===== src/rtl/i2c_txn_seq.sv =====
module i2c_txn_seq #(
  parameter int ADDR_W = 16,
  parameter int CNT_W = 8,
  parameter logic [6:0] OVF_MASK = 7'h07
) (
  input  logic              clk,
  input  logic              rst_n,
  input  logic              start_i,
  input  logic [1:0]        op_i,
  input  logic [6:0]        dev_i,
  input  logic [ADDR_W-1:0] addr_i,
  input  logic [1:0]        alen_i,
  input  logic [CNT_W-1:0]  count_i,
  input  logic [7:0]        wr_data_i,
  input  logic              wr_valid_i,
  output logic              wr_ready_o,
  output logic [7:0]        rd_data_o,
  output logic              rd_valid_o,
  input  logic              rd_ready_i,
  output logic              cmd_valid_o,
  input  logic              cmd_ready_i,
  output logic [1:0]        cmd_op_o,
  output logic [7:0]        cmd_byte_o,
  output logic              cmd_nack_o,
  input  logic              eng_done_i,
  input  logic              eng_nack_i,
  input  logic [7:0]        eng_rdata_i,
  output logic              busy_o,
  output logic              done_o,
  output logic              err_o,
  output logic [CNT_W-1:0]  fail_cnt_o
);
  localparam logic [1:0] C_START = 2'd0, C_STOP = 2'd1, C_WR = 2'd2, C_RD = 2'd3;
  localparam logic [1:0] Q_READ = 2'd1, Q_WRITE = 2'd2;

  typedef enum logic [3:0] {
    P_IDLE, P_START, P_DEVW, P_ADDR, P_MSTOP, P_RSTART, P_DEVR,
    P_RD, P_RDOUT, P_WGET, P_WR, P_STOP
  } phase_t;

  phase_t             phase;
  logic               wait_q;
  logic [1:0]         op_q;
  logic [6:0]         dev_q;
  logic [ADDR_W-1:0]  addr_q;
  logic [1:0]         alen_q, idx_q;
  logic [CNT_W-1:0]   rem_q;
  logic [7:0]         byte_q;

  logic [ADDR_W-1:0]  hi_bits;
  logic [ADDR_W-1:0]  addr_sh;
  logic               is_cmd;

  assign hi_bits = addr_i >> {alen_i, 3'b000};
  assign addr_sh = addr_q >> {idx_q, 3'b000};

  always_comb begin
    is_cmd     = 1'b1;
    cmd_op_o   = C_WR;
    cmd_byte_o = 8'h00;
    unique case (phase)
      P_START, P_RSTART: cmd_op_o = C_START;
      P_MSTOP, P_STOP:   cmd_op_o = C_STOP;
      P_DEVW:            cmd_byte_o = {dev_q, 1'b0};
      P_DEVR:            cmd_byte_o = {dev_q, 1'b1};
      P_ADDR:            cmd_byte_o = addr_sh[7:0];
      P_WR:              cmd_byte_o = byte_q;
      P_RD:              cmd_op_o = C_RD;
      default:           is_cmd = 1'b0;
    endcase
  end

  assign cmd_valid_o = is_cmd && !wait_q;
  assign cmd_nack_o  = (phase == P_RD) && (rem_q == CNT_W'(1));
  assign wr_ready_o  = (phase == P_WGET);
  assign rd_valid_o  = (phase == P_RDOUT);
  assign rd_data_o   = byte_q;
  assign busy_o      = (phase != P_IDLE);

  always_ff @(posedge clk or negedge rst_n) begin
    if (!rst_n) begin
      phase <= P_IDLE; wait_q <= 1'b0; op_q <= '0; dev_q <= '0; addr_q <= '0;
      alen_q <= '0; idx_q <= '0; rem_q <= '0; byte_q <= '0;
      done_o <= 1'b0; err_o <= 1'b0; fail_cnt_o <= '0;
    end else begin
      done_o <= 1'b0;
      case (phase)
        P_IDLE: if (start_i) begin
          op_q <= op_i; alen_q <= alen_i; addr_q <= addr_i; rem_q <= count_i;
          dev_q <= dev_i | (hi_bits[6:0] & OVF_MASK);
          err_o <= 1'b0; fail_cnt_o <= '0; phase <= P_START;
        end
        P_RDOUT: if (rd_ready_i) begin
          rem_q <= rem_q - 1'b1;
          phase <= (rem_q == CNT_W'(1)) ? P_STOP : P_RD;
        end
        P_WGET: if (wr_valid_i) begin
          byte_q <= wr_data_i;
          phase  <= P_WR;
        end
        default: if (!wait_q) begin
          if (cmd_ready_i) wait_q <= 1'b1;
        end else if (eng_done_i) begin
          wait_q <= 1'b0;
          case (phase)
            P_START: phase <= (op_q == Q_READ && alen_q == 2'd0) ? P_DEVR : P_DEVW;
            P_DEVW:
              if (eng_nack_i) begin err_o <= 1'b1; phase <= P_STOP; end
              else if (op_q != Q_READ && op_q != Q_WRITE) phase <= P_STOP;
              else if (alen_q != 2'd0) begin idx_q <= alen_q - 1'b1; phase <= P_ADDR; end
              else phase <= (rem_q == '0) ? P_STOP : P_WGET;
            P_ADDR:
              if (eng_nack_i) begin err_o <= 1'b1; done_o <= 1'b1; phase <= P_IDLE; end
              else if (idx_q != 2'd0) idx_q <= idx_q - 1'b1;
              else if (rem_q == '0) phase <= P_STOP;
              else phase <= (op_q == Q_READ) ? P_MSTOP : P_WGET;
            P_MSTOP:  phase <= P_RSTART;
            P_RSTART: phase <= P_DEVR;
            P_DEVR:   phase <= (rem_q == '0) ? P_STOP : P_RD;
            P_RD: begin byte_q <= eng_rdata_i; phase <= P_RDOUT; end
            P_WR: begin
              if (eng_nack_i) fail_cnt_o <= fail_cnt_o + 1'b1;
              rem_q <= rem_q - 1'b1;
              phase <= (rem_q == CNT_W'(1)) ? P_STOP : P_WGET;
            end
            default: begin done_o <= 1'b1; phase <= P_IDLE; end
          endcase
        end
      endcase
    end
  end
endmodule


===== config.mk =====
export PLATFORM = sky130hd
export DESIGN_NAME = i2c_txn_seq
export DESIGN_NICKNAME = d
export VERILOG_FILES = /design/src/rtl/i2c_txn_seq.sv
export SDC_FILE = /design/constraint.sdc
export NUM_CORES = 1
export LEC_CHECK = 0
export ABC_CLOCK_PERIOD_IN_PS = 2650
export BUFFER_PORTS_ARGS = -buffer_cell sky130_fd_sc_hd__buf_2
export CORE_MARGIN = 4
export CORE_UTILIZATION = 55
export CTS_BUF_LIST = sky130_fd_sc_hd__clkbuf_4
export DETAILED_ROUTE_END_ITERATION = 10
export PLACE_DENSITY = 0.87
export SETUP_SLACK_MARGIN = 0.15
export SLEW_MARGIN = 5
export SYNTH_ARGS = -nofsm -noshare
export SYNTH_HDL_FRONTEND = slang
export SYNTH_SLANG_ARGS = --single-unit
export TNS_END_PERCENT = 20

===== constraint.sdc =====
create_clock -name clk -period 2.65 [get_ports clk]
set_input_delay 0.3975 -clock clk [delete_from_list [all_inputs] [get_ports clk]]
set_output_delay 0.3975 -clock clk [all_outputs]
set_load 0.1 [all_outputs]

==> summary.md <==
| Metric | Value |
|---|---|
| Drt total wl | 9029 um |
| Drt first pass iters | 4 |
| Fmax achieved | 0.4085 GHz |
| Area share of the largest cell type after synthesis | 42.46% |
| Share of layout cells above drive strength 1 | 28.74% |
| CTS Sinks | 60 |
| Buffers on Ports | 91 |
| Max Cap Viol | 0 |
| WL/cell | 15.87 um |
| Post-synth EDFFs | 0 |
| Leakage dissipation | 0.002105 uW |
| Largest family of logic cells by synthesized area | simple AND/OR/NAND/NOR gates |
| Hold Path Class | input pin to asynchronous set/reset pin |
| Vias in the first global route | 3098 |
| Area delta synth->final | 22.47% |
| CTS H-tree depth | 3 |
| Post-Synthesis Cell Area | 3536 um^2 |
| Final min period | 2.448 ns |
| Worst Path Required | 2.25 ns |
| Antenna-violating nets left | 0 |
| XOR/XNOR share of the synthesized area | 0.7431% |
| CTS tree | yes |
| Setup crit end kind | output port |
| Syn Nets | 468 |
| Cell taking the most area after synthesis | dfrtp_1 |
| Pwr per Cell Area | 1429 nW/um^2 |
| Relative slew margins | 49.34% |
| CP Class | flip-flop to output port |
| Routability Congestion | 0.8974 |
| Post-Place Cells | 553 |
| Die Wd | 88.18 um |
| Slew @ Worst Pin | 0.7599 ns |
| Critical path arrival | 2.05 ns |
| Status | finished, final reports clean |
| Mux contribution to synthesized area | 8.669% |
| Post-synthesis cell count | 404 |
| Startpoint Class | flip-flop |
| Post-route clock period utilization | 92.38% |
| # diodes | 0 |
| DR iter-0 viols | 230 |
| Syn Area/Cell | 8.752 um^2 |
| Adder-Cell Fraction of Synth Area | 1.769% |
| Setup Fix Bufs, Post-CTS | 0 |
| Post-route DRC | 0 |
| Via density | 5.691 |
| IO Pins | 92 |
| Compound-Gate Fraction of Synth Area | 15.11% |
| Commonest non-fill, non-tap cells in the layout | 97 x nand2_1, 78 x buf_2, 59 x dfrtp_1, 33 x nor2_1, 31 x a21oi_1 |
| Syn. warnings | 0 |
| Die area | 7776 um^2 |
| Detail Placement HPWL | 6616 um |
| Most used DFF post-synth | dfrtp_1 |
| RR Endpoint | rd_data_o[5] |
| Worst Path Max Fanout | 8 |
| Number of library cell types mapped by synthesis | 54 |
| Starting Density | 58.00% |
| Largest net degree at the start of global routing | 61 |
| Vias | 3238 |
| Total CTS buffers | 9 |
| Initial antenna violation count | 0 |
| Simple-gate share of the synthesized area | 25.94% |
| Core ar. | 6096 um^2 |
| Hold buffer count at CTS | 0 |
| Sequential area share after synthesis | 42.46% |
| Peak VDD IR | 1056 uV |
| Final Max Slew Viols | 0 |
| First-pass GRT wire length | 14320 um |
| #FFs+latches synth | 60 |
| Site Rows | 28 |
| Setup violators final | 0 |
| Most common cell after layout, fill and taps aside | nand2_1 |
| Total power | 6187 uW |
| Clk root buf | clkbuf_4 |
| Final Net Count | 553 |
| Hold Vio Cnt, Final | 0 |
| Area contributors post-synth | dfrtp_1 42%, nand2_1 10%, mux2i_1 6.2% |
| Non-Filler Instances | 569 |
| FF-to-FF setup slack | 0.54 ns |
| RSZ-0062 raised after global routing | yes |
| Clk pin slew, worst setup/hold paths | 0.10 ns |
| Worst r2r path cells | 6 |
| Max Root-Sink Buffers | 2 |
| Layout fillers | 446 |
| Clk_lat worst skew | 0.41 ns |
| Final Skew | 0.008683 ns |
| Gr ovfl total | 0 |
| GRT Total Usage | 23.83% |
| Die Y | 88.18 um |
| Ys async rst share | 100.0% |
| Worst r2r src | phase[3] |
[worst max-delay path, stage by stage (launching register included)]
cell	delay, ns
dfrtp_2	0.48
and4bb_4	0.39
or2b_4	0.33
o22ai_1	0.23
buf_12	0.22
[layer usage]
metal,GRT usage [%],vias up,part of all wire [%]
li1,-,1566,-
met1,30.55,1536,42
met2,39.16,121,49
met3,7.526,15,7.4
met4,6.319,0,1.2
met5,0,-,0
[kinds of logic (layout without fill, tap and decap cells)]
group / Yosys count / in the layout
buf+inv: 33 / 123
fa+ha+maj: 5 / 5
simple gates: 190 / 190
xor+xnor: 3 / 3
flops: 60 / 60
compound gates: 85 / 85
mux: 28 / 28
[through the flow]
step	hold slack [ns]	setup WS [ns]	area (um^2)	TNS (ns)	util (%)
final	0.1347	0.2019	4330	0	71.04
after global routing	0.1490	0.08271	4330	0	71.04
after CTS	0.1477	0.05645	4308	0	70.67
after detailed placement	0.4671	0.5049	4156	0	68.19
after global placement	0.4531	0.5328	4156	0	68.19
after floorplan	0.1019	-0.5216	3536	-4.481	-
[sequential cells by signal, indices dropped and copies added, names as in the netlist]
name and count:
idx_q 2, dev_q 7, rem_q 8, wait_q 1
op_q 2, phase 4, done_o 1, addr_q 16
alen_q 2, err_o 1, rd_data_o 8, fail_cnt_o 8
[timing repair]
item,4_1_cts,5_1_grt
setup endpoints to repair,10,12
gates cloned,0,0
pin swaps,0,1
resized for setup,4,6
[worst max path at each step]
stage,start,end,slack (ns),cells past startpoint
3_5_place_dp,phase[3],busy_o,0.50,5
6_report,phase[2],cmd_byte_o[3],0.20,4
5_1_grt,phase[3],busy_o,0.08,5
3_3_place_gp,phase[2],cmd_byte_o[0],0.53,4
2_1_floorplan,phase[2],cmd_byte_o[1],-0.52,5
4_1_cts,rem_q[4],cmd_nack_o,0.06,4
[synth_stat cells (2+ instances only)]
cell / instances
nand2_1: 97
dfrtp_1: 60
nor2_1: 33
a21oi_1: 31
mux2i_1: 22
o21ai_0: 20
nand3_1: 11
nor2b_1: 10
clkbuf_1: 9
o22ai_1: 8
buf_4: 7
inv_1: 7
buf_2: 6
nand2b_1: 6
and3_1: 5
ha_1: 5
mux2_4: 5
nand4_1: 5
buf_6: 4
nor3_1: 4
a21o_1: 3
a22o_1: 3
o211ai_1: 3
xor2_1: 3
a31oi_1: 2
nand3b_1: 2
nor3_2: 2
nor3b_1: 2
nor4_2: 2
o221ai_1: 2
o32ai_1: 2
[area by class of cell]
type	instances	area [um^2]	share of cell area (%)
sequential	60	1503	34.70
multi-input combinational	311	1872	43.22
timing repair buffer	100	696.9	16.09
clock buffer	10	75.07	1.734
tap	75	93.84	2.167
inverter	7	26.28	0.6068
clock inverter	6	63.81	1.474
[where the power goes]
group	internal, uW	total [uW]	switching (uW)
Clock	298	649	351
Combinational	1250	3880	2630
Sequential	1300	1660	354
No activity file was read; power rests on OpenSTA's default activity.
